## src/rtl/npc_pkg.sv

```systemverilog
// Shared encodings for the next-PC unit.
// Assumes the fixed 32-bit instruction word layout; field positions are
// decoded by neighbouring logic and must not move.
package npc_pkg;

    localparam int unsigned INSTR_W = 32;
    localparam int unsigned REG_AW  = 5;

    // Major opcode (bits 31:30)
    localparam logic [1:0] OP_FMT0  = 2'b00;
    localparam logic [1:0] OP_CALL  = 2'b01;
    localparam logic [1:0] OP_ARITH = 2'b10;

    // Sub-opcodes
    localparam logic [2:0] OP2_BRANCH = 3'b010;
    localparam logic [5:0] OP3_JMPL   = 6'b111000;

    // Branch condition selectors
    localparam logic [3:0] BC_ZERO   = 4'b0001;
    localparam logic [3:0] BC_CARRY  = 4'b0101;
    localparam logic [3:0] BC_NEG    = 4'b0110;
    localparam logic [3:0] BC_OVF    = 4'b0111;
    localparam logic [3:0] BC_ALWAYS = 4'b1000;

    // Flag positions inside the {n,z,v,c} bundle
    localparam int unsigned CC_N = 3;
    localparam int unsigned CC_Z = 2;
    localparam int unsigned CC_V = 1;
    localparam int unsigned CC_C = 0;

    typedef enum logic [1:0] {
        XFER_SEQ    = 2'd0,
        XFER_BRANCH = 2'd1,
        XFER_CALL   = 2'd2,
        XFER_JUMP   = 2'd3
    } xfer_kind_e;

endpackage

```

## src/rtl/npc_decode.sv

```systemverilog
// Instruction classifier for control transfers.
// Produces the transfer kind, the branch condition, the destination register
// field and the byte offset (already scaled by 4) for PC-relative targets.
// Assumes XLEN >= 32.
module npc_decode
    import npc_pkg::*;
#(
    parameter int unsigned XLEN = 32
) (
    input  logic [INSTR_W-1:0] instr_i,
    output xfer_kind_e         kind_o,
    output logic [3:0]         cond_o,
    output logic [REG_AW-1:0]  rd_o,
    output logic [XLEN-1:0]    offset_o
);

    localparam int unsigned BR_EXT   = XLEN - 24;
    localparam int unsigned CALL_EXT = XLEN - 32;

    logic [XLEN-1:0] br_off;
    logic [XLEN-1:0] call_off;

    // Classify the instruction by op, op2 and op3
    always_comb begin
        kind_o = XFER_SEQ;
        unique case (instr_i[31:30])
            OP_FMT0:  if (instr_i[24:22] == OP2_BRANCH) kind_o = XFER_BRANCH;
            OP_CALL:  kind_o = XFER_CALL;
            OP_ARITH: if (instr_i[24:19] == OP3_JMPL)   kind_o = XFER_JUMP;
            default:  kind_o = XFER_SEQ;
        endcase
    end

    assign cond_o = instr_i[28:25];
    assign rd_o   = instr_i[29:25];

    // 22-bit word displacement, sign-extended and scaled
    assign br_off = {{BR_EXT{instr_i[21]}}, instr_i[21:0], 2'b00};

    // 30-bit word displacement: extension width depends on XLEN
    generate
        if (CALL_EXT > 0) begin : g_call_wide
            assign call_off = {{CALL_EXT{instr_i[29]}}, instr_i[29:0], 2'b00};
        end else begin : g_call_exact
            assign call_off = {instr_i[29:0], 2'b00};
        end
    endgenerate

    // Select the offset matching the transfer kind
    always_comb begin
        offset_o = br_off;
        if (instr_i[31:30] == OP_CALL) offset_o = call_off;
    end

endmodule

```

## src/rtl/npc_cond_eval.sv

```systemverilog
// Branch condition evaluator.
// Maps the 4-bit cond field and the {n,z,v,c} flags to a taken decision.
// Unlisted cond codes are never taken.
module npc_cond_eval
    import npc_pkg::*;
(
    input  logic [3:0] cond_i,
    input  logic [3:0] cc_i,
    output logic       take_o
);

    // Pick the flag tested by the condition code
    always_comb begin
        unique case (cond_i)
            BC_ZERO:   take_o = cc_i[CC_Z];
            BC_CARRY:  take_o = cc_i[CC_C];
            BC_NEG:    take_o = cc_i[CC_N];
            BC_OVF:    take_o = cc_i[CC_V];
            BC_ALWAYS: take_o = 1'b1;
            default:   take_o = 1'b0;
        endcase
    end

endmodule

```

## src/rtl/npc_target.sv

```systemverilog
// Next-address selector.
// Chooses between sequential, PC-relative and absolute targets and detects
// jump targets that are not word-aligned (PC then holds its value).
// Arithmetic wraps modulo 2^XLEN.
module npc_target
    import npc_pkg::*;
#(
    parameter int unsigned XLEN = 32
) (
    input  logic [XLEN-1:0] pc_i,
    input  xfer_kind_e      kind_i,
    input  logic            take_i,
    input  logic [XLEN-1:0] offset_i,
    input  logic [XLEN-1:0] jmp_tgt_i,
    output logic [XLEN-1:0] next_pc_o,
    output logic            misalign_o
);

    localparam int unsigned ALIGN_BITS = 2;
    localparam logic [XLEN-1:0] STEP   = XLEN'(4);

    logic [XLEN-1:0] seq_pc;
    logic [XLEN-1:0] rel_pc;

    assign seq_pc = pc_i + STEP;
    assign rel_pc = pc_i + offset_i;

    // Select the successor address for the current transfer kind
    always_comb begin
        next_pc_o  = seq_pc;
        misalign_o = 1'b0;
        unique case (kind_i)
            XFER_BRANCH: if (take_i) next_pc_o = rel_pc;
            XFER_CALL:   next_pc_o = rel_pc;
            XFER_JUMP: begin
                if (|jmp_tgt_i[ALIGN_BITS-1:0]) begin
                    misalign_o = 1'b1;
                    next_pc_o  = pc_i;
                end else begin
                    next_pc_o  = jmp_tgt_i;
                end
            end
            default: next_pc_o = seq_pc;
        endcase
    end

endmodule

```

## src/rtl/npc_unit.sv

```systemverilog
// Next-PC unit: PC register plus link-write generation.
// One instruction is consumed per clock; the PC moves on every rising edge
// out of reset. Link outputs are combinational for the presented instruction.
// Assumes the register file ignores writes when link_we_o is low.
module npc_unit
    import npc_pkg::*;
#(
    parameter int unsigned       XLEN     = 32,
    parameter logic [XLEN-1:0]   RESET_PC = XLEN'(2048),
    parameter logic [REG_AW-1:0] LINK_REG = 5'd15
) (
    input  logic                clk,
    input  logic                rst_n,
    input  logic [INSTR_W-1:0]  instr_i,
    input  logic [3:0]          cc_i,
    input  logic [XLEN-1:0]     jmp_tgt_i,
    output logic [XLEN-1:0]     pc_o,
    output logic                link_we_o,
    output logic [REG_AW-1:0]   link_rd_o,
    output logic [XLEN-1:0]     link_val_o,
    output logic                misalign_o
);

    logic [XLEN-1:0]   pc_q;
    logic [XLEN-1:0]   next_pc;
    xfer_kind_e        kind;
    logic [3:0]        cond;
    logic [REG_AW-1:0] rd_field;
    logic [XLEN-1:0]   offset;
    logic              take;
    logic              misalign;

    npc_decode #(.XLEN(XLEN)) decode_i (
        .instr_i  (instr_i),
        .kind_o   (kind),
        .cond_o   (cond),
        .rd_o     (rd_field),
        .offset_o (offset)
    );

    npc_cond_eval cond_i (
        .cond_i (cond),
        .cc_i   (cc_i),
        .take_o (take)
    );

    npc_target #(.XLEN(XLEN)) target_i (
        .pc_i       (pc_q),
        .kind_i     (kind),
        .take_i     (take),
        .offset_i   (offset),
        .jmp_tgt_i  (jmp_tgt_i),
        .next_pc_o  (next_pc),
        .misalign_o (misalign)
    );

    // Program counter register with synchronous reset
    always_ff @(posedge clk) begin
        if (!rst_n) pc_q <= RESET_PC;
        else        pc_q <= next_pc;
    end

    // Link request: calls use the fixed link register, jumps use rd
    always_comb begin
        link_rd_o = rd_field;
        link_we_o = 1'b0;
        if (kind == XFER_CALL) begin
            link_rd_o = LINK_REG;
            link_we_o = (LINK_REG != '0);
        end else if (kind == XFER_JUMP) begin
            link_we_o = !misalign && (rd_field != '0);
        end
    end

    assign link_val_o = pc_q;
    assign pc_o       = pc_q;
    assign misalign_o = misalign;


    mem_step_chk: assert property (@(posedge clk) disable iff (!rst_n)
        (instr_i[31:30] == 2'b11) |=> (pc_o == $past(pc_o) + XLEN'(4)));


    call_link_chk: assert property (@(posedge clk) disable iff (!rst_n)
        (instr_i[31:30] == OP_CALL) |->
            (link_we_o && link_rd_o == LINK_REG && link_val_o == pc_o));


    zero_dest_chk: assert property (@(posedge clk) disable iff (!rst_n)
        link_we_o |-> (link_rd_o != '0));


    misalign_hold_chk: assert property (@(posedge clk) disable iff (!rst_n)
        misalign_o |=> (pc_o == $past(pc_o)));


    misalign_nolink_chk: assert property (@(posedge clk) disable iff (!rst_n)
        misalign_o |-> !link_we_o);


    pc_aligned_chk: assert property (@(posedge clk) disable iff (!rst_n)
        pc_o[1:0] == 2'b00);

endmodule

```

## config.mk

```make
export PLATFORM = sky130hd
export DESIGN_NAME = npc_unit
export DESIGN_NICKNAME = d
export VERILOG_FILES = /design/src/rtl/npc_pkg.sv /design/src/rtl/npc_decode.sv /design/src/rtl/npc_cond_eval.sv /design/src/rtl/npc_target.sv /design/src/rtl/npc_unit.sv
export SDC_FILE = /design/constraint.sdc
export NUM_CORES = 1
export LEC_CHECK = 0
export BUFFER_PORTS_ARGS = -buffer_cell sky130_fd_sc_hd__buf_2
export CAP_MARGIN = 20
export CORE_MARGIN = 2
export CORE_UTILIZATION = 47
export CTS_CLUSTER_SIZE = 30
export DETAILED_ROUTE_END_ITERATION = 8
export PLACE_DENSITY = 0.8
export SLEW_MARGIN = 20
export SYNTH_ARGS = -nofsm -noshare
export SYNTH_HDL_FRONTEND = slang
export SYNTH_SLANG_ARGS = --single-unit
```

## constraint.sdc

```tcl
create_clock -name clk -period 2.96 [get_ports clk]
set_clock_uncertainty 0.05 [all_clocks]
set_input_delay 0.444 -clock clk [delete_from_list [all_inputs] [get_ports clk]]
set_output_delay 0.444 -clock clk [all_outputs]
set_load 0.05 [all_outputs]
```

==> results.toml <==
[route]
firstDrtPassIters = 6
wire_per_inst_microns = 19.0
viasPerCell = 6.17
drt-initial-drc-count = 359
vias = 5187
drt-total-wl_microns = 16000
ant_nets = 0
drc = 0

[synthesis]
yosysMostFrequentCell = "o21ai_0"
yosys-top-cells-count = "61 x o21ai_0, 59 x a21oi_1, 51 x nand2_1, 35 x nor2_1"
synth_edf_count = 0
yosysWarnings = 0
syn_area_per_cell_sq_um = 7.03
ys_async_sr_fraction = 0
ys_seq_area_frac = 0.153
ys_ff_latch = 32
synth_top_cell_by_area = "dfxtp_1"
yosysTopAreaCellShare = 0.153
synthTopCellsByArea = "dfxtp_1 15%, ha_1 8.9%, o21ai_0 7.3%, a21oi_1 7.0%, xor2_1 5.8%"
syn-num-nets = 698
synth_area_sq_um = 4200
yosys.cell_types.count = 62
ys.flop_type = "dfxtp_1"
syn_inst = 597

[power_and_ir_drop]
clkPwrFrac = 0.176
p_sw_uw = 1070
leakagePower_uw = 0.00244
seq_power_share = 0.248
switching_share = 0.500
power_density_nw_per_um2 = 418
p_int_uw = 1070
comb_power_share = 0.575
ir_drop_v = 0.000215

[layout]
fillers = 863
fin_util = 0.592
num_antenna_cells = 0
largest_reg_flops = 32
drive_gt1_frac = 0.284
multi_input_area_sq_um = 3140
nets = 833
syn_to_final_growth_pct = 22.5
regArea_sq_um = 642

[sta]
hold_ws_ns = 0.426
timing.fmax_mhz = 362
setup_violations = 0
rsz0062_at_grt = "false"
hold_viol_final = 0
fin_tns_setup_ns = 0
tightest_slew_ns = 0.574
slew_headroom = 0.616
fin_crit_sh = 0.933
maxSlewViolCount = 0
period_needed_ns = 2.76

[clock_tree]
clockBufferDepth = 2
cts-root-buf = "clkbuf_8"
post_cts_resized = 0
htree_levels = 2
cts_setup_buffers = 0
clock_latency_ns = 0.29
cts.sink_count = 32
clk_pin_slew_ns = 0.08
cts_tree = "done"
hold_buffers = 0
cts_buffers = 5

[worst_setup_path]
slowest_delay_ns = 0.46
critPathBufInv = 1
crit_required_ns = 3.09
end_kind = "flop"
crit_top_cell = "o21ai_0"
path_class = "flop to flop"
crit_path_start_kind = "flop"
critPathArrivalTime_ns = 2.89
path_cells = "ha_1 -> a21o_1 -> a2111o_1 -> a41oi_1 -> o31a_1 -> o21ai_0 -> xnor2_1 -> buf_4 -> o21ai_0"
cp_slowest_cell = "dfxtp_1"
cp_max_fo = 7
path_delay_family = "compound AO/OA/AOI/OAI gates"

[die]
core_area_sq_um = 8680
io_pins = 141
rows = 34
die_h_microns = 98.5
die_area_sq_um = 9700
initial_core_util = 0.483
die_x_microns = 98.5

[hold_path]
hp-class = "primary input to flop"

[placed_design]
hpwlAfterDp_microns = 12900
gp_congestion = 1.06
port_buffers = 140

[global_routing]
grt_pass1_vias = 4897
gr-total-overflow = 0
grt_pass1_wl_microns = 25000
grt_max_degree = 29
antenna_found_initial = 0
track_usage = 0.318

[outcome]
run_status = "complete, no violations"

[flow_run]
maxCapViolations = 0
==> worst min-delay path, stage by stage <==
cell and delay (ns):
buf_2 0.08, a221oi_1 0.06, o22ai_1 0.14
==> routing by layer <==
| layer | up-vias | share of wire | track usage | routed length (microns) |
|---|---|---|---|---|
| li1 | 2448 | - | - | - |
| met1 | 2435 | 0.39 | 0.374 | 6210 |
| met2 | 263 | 0.50 | 0.593 | 8070 |
| met3 | 41 | 0.077 | 0.0468 | 1230 |
| met4 | 0 | 0.029 | 0.0959 | 469 |
| met5 | - | 0 | 0 | 0 |
==> cells in the final DEF (no fill, tap or decap), drive strengths merged, types with 8 or more instances in the layout <==
cell	instances
ha	30
buf	188
nor3	13
inv	19
nand2b	9
a21o	13
a21oi	59
dfxtp	32
o211ai	11
o22ai	8
xnor2	19
nand4	17
nand2	52
nand3	23
o21ai	70
xor2	28
and3	10
nor2	35
==> power by group through the flow <==
stage	clock [uW]	sequential (uW)	combinational, uW
after floorplan	0	684	729
after global placement	0	540	1210
after detailed placement	0	541	1220
after CTS	379	531	1220
after global routing	394	537	1320
final	379	534	1240
==> final timing paths <==
path	startpoint	end	slack [ns]	cells past startpoint
max	link_val_o[8]$_SDFFE_PN0N_	link_val_o[23]$_SDFFE_PN0N_	0.20	9
min	jmp_tgt_i[21]	link_val_o[21]$_SDFFE_PN0N_	0.43	3
max reg2reg	link_val_o[8]$_SDFFE_PN0N_	link_val_o[23]$_SDFFE_PN0N_	0.20	9
min reg2reg	link_val_o[0]$_SDFFE_PN0P_	link_val_o[0]$_SDFFE_PN0P_	0.44	1
==> cells by family after synthesis <==
family          count (synthesis)  share of synthesized area
compound gates                217                      0.319
xor+xnor                       47                     0.0981
simple gates                  187                      0.226
fa+ha+maj                      31                     0.0942
mux                             4                    0.00954
buf+inv                        79                      0.101
flops                          32                      0.153
==> cell type report <==
cell class / count / share of cell area
Clock buffer: 6 / 0.0161
Clock inverter: 2 / 0.00195
Inverter: 19 / 0.0139
Multi-Input combinational cell: 486 / 0.610
Sequential cell: 32 / 0.125
Tap cell: 108 / 0.0263
Timing Repair Buffer: 188 / 0.206
==> metrics by stage <==
stage | cells | worst slack [ns] | area, sq um | total power [uW]
finish | 841 | 0.199 | 5140 | 2150
global route | 841 | 0.0180 | 5140 | 2250
CTS | 841 | 0.227 | 5140 | 2130
detailed placement | 833 | 0.00143 | 5050 | 1760
global placement | 833 | 0.0627 | 5050 | 1750
floorplan | 597 | 0.0140 | 4200 | 1410
Power figures use the tool's default switching activity.
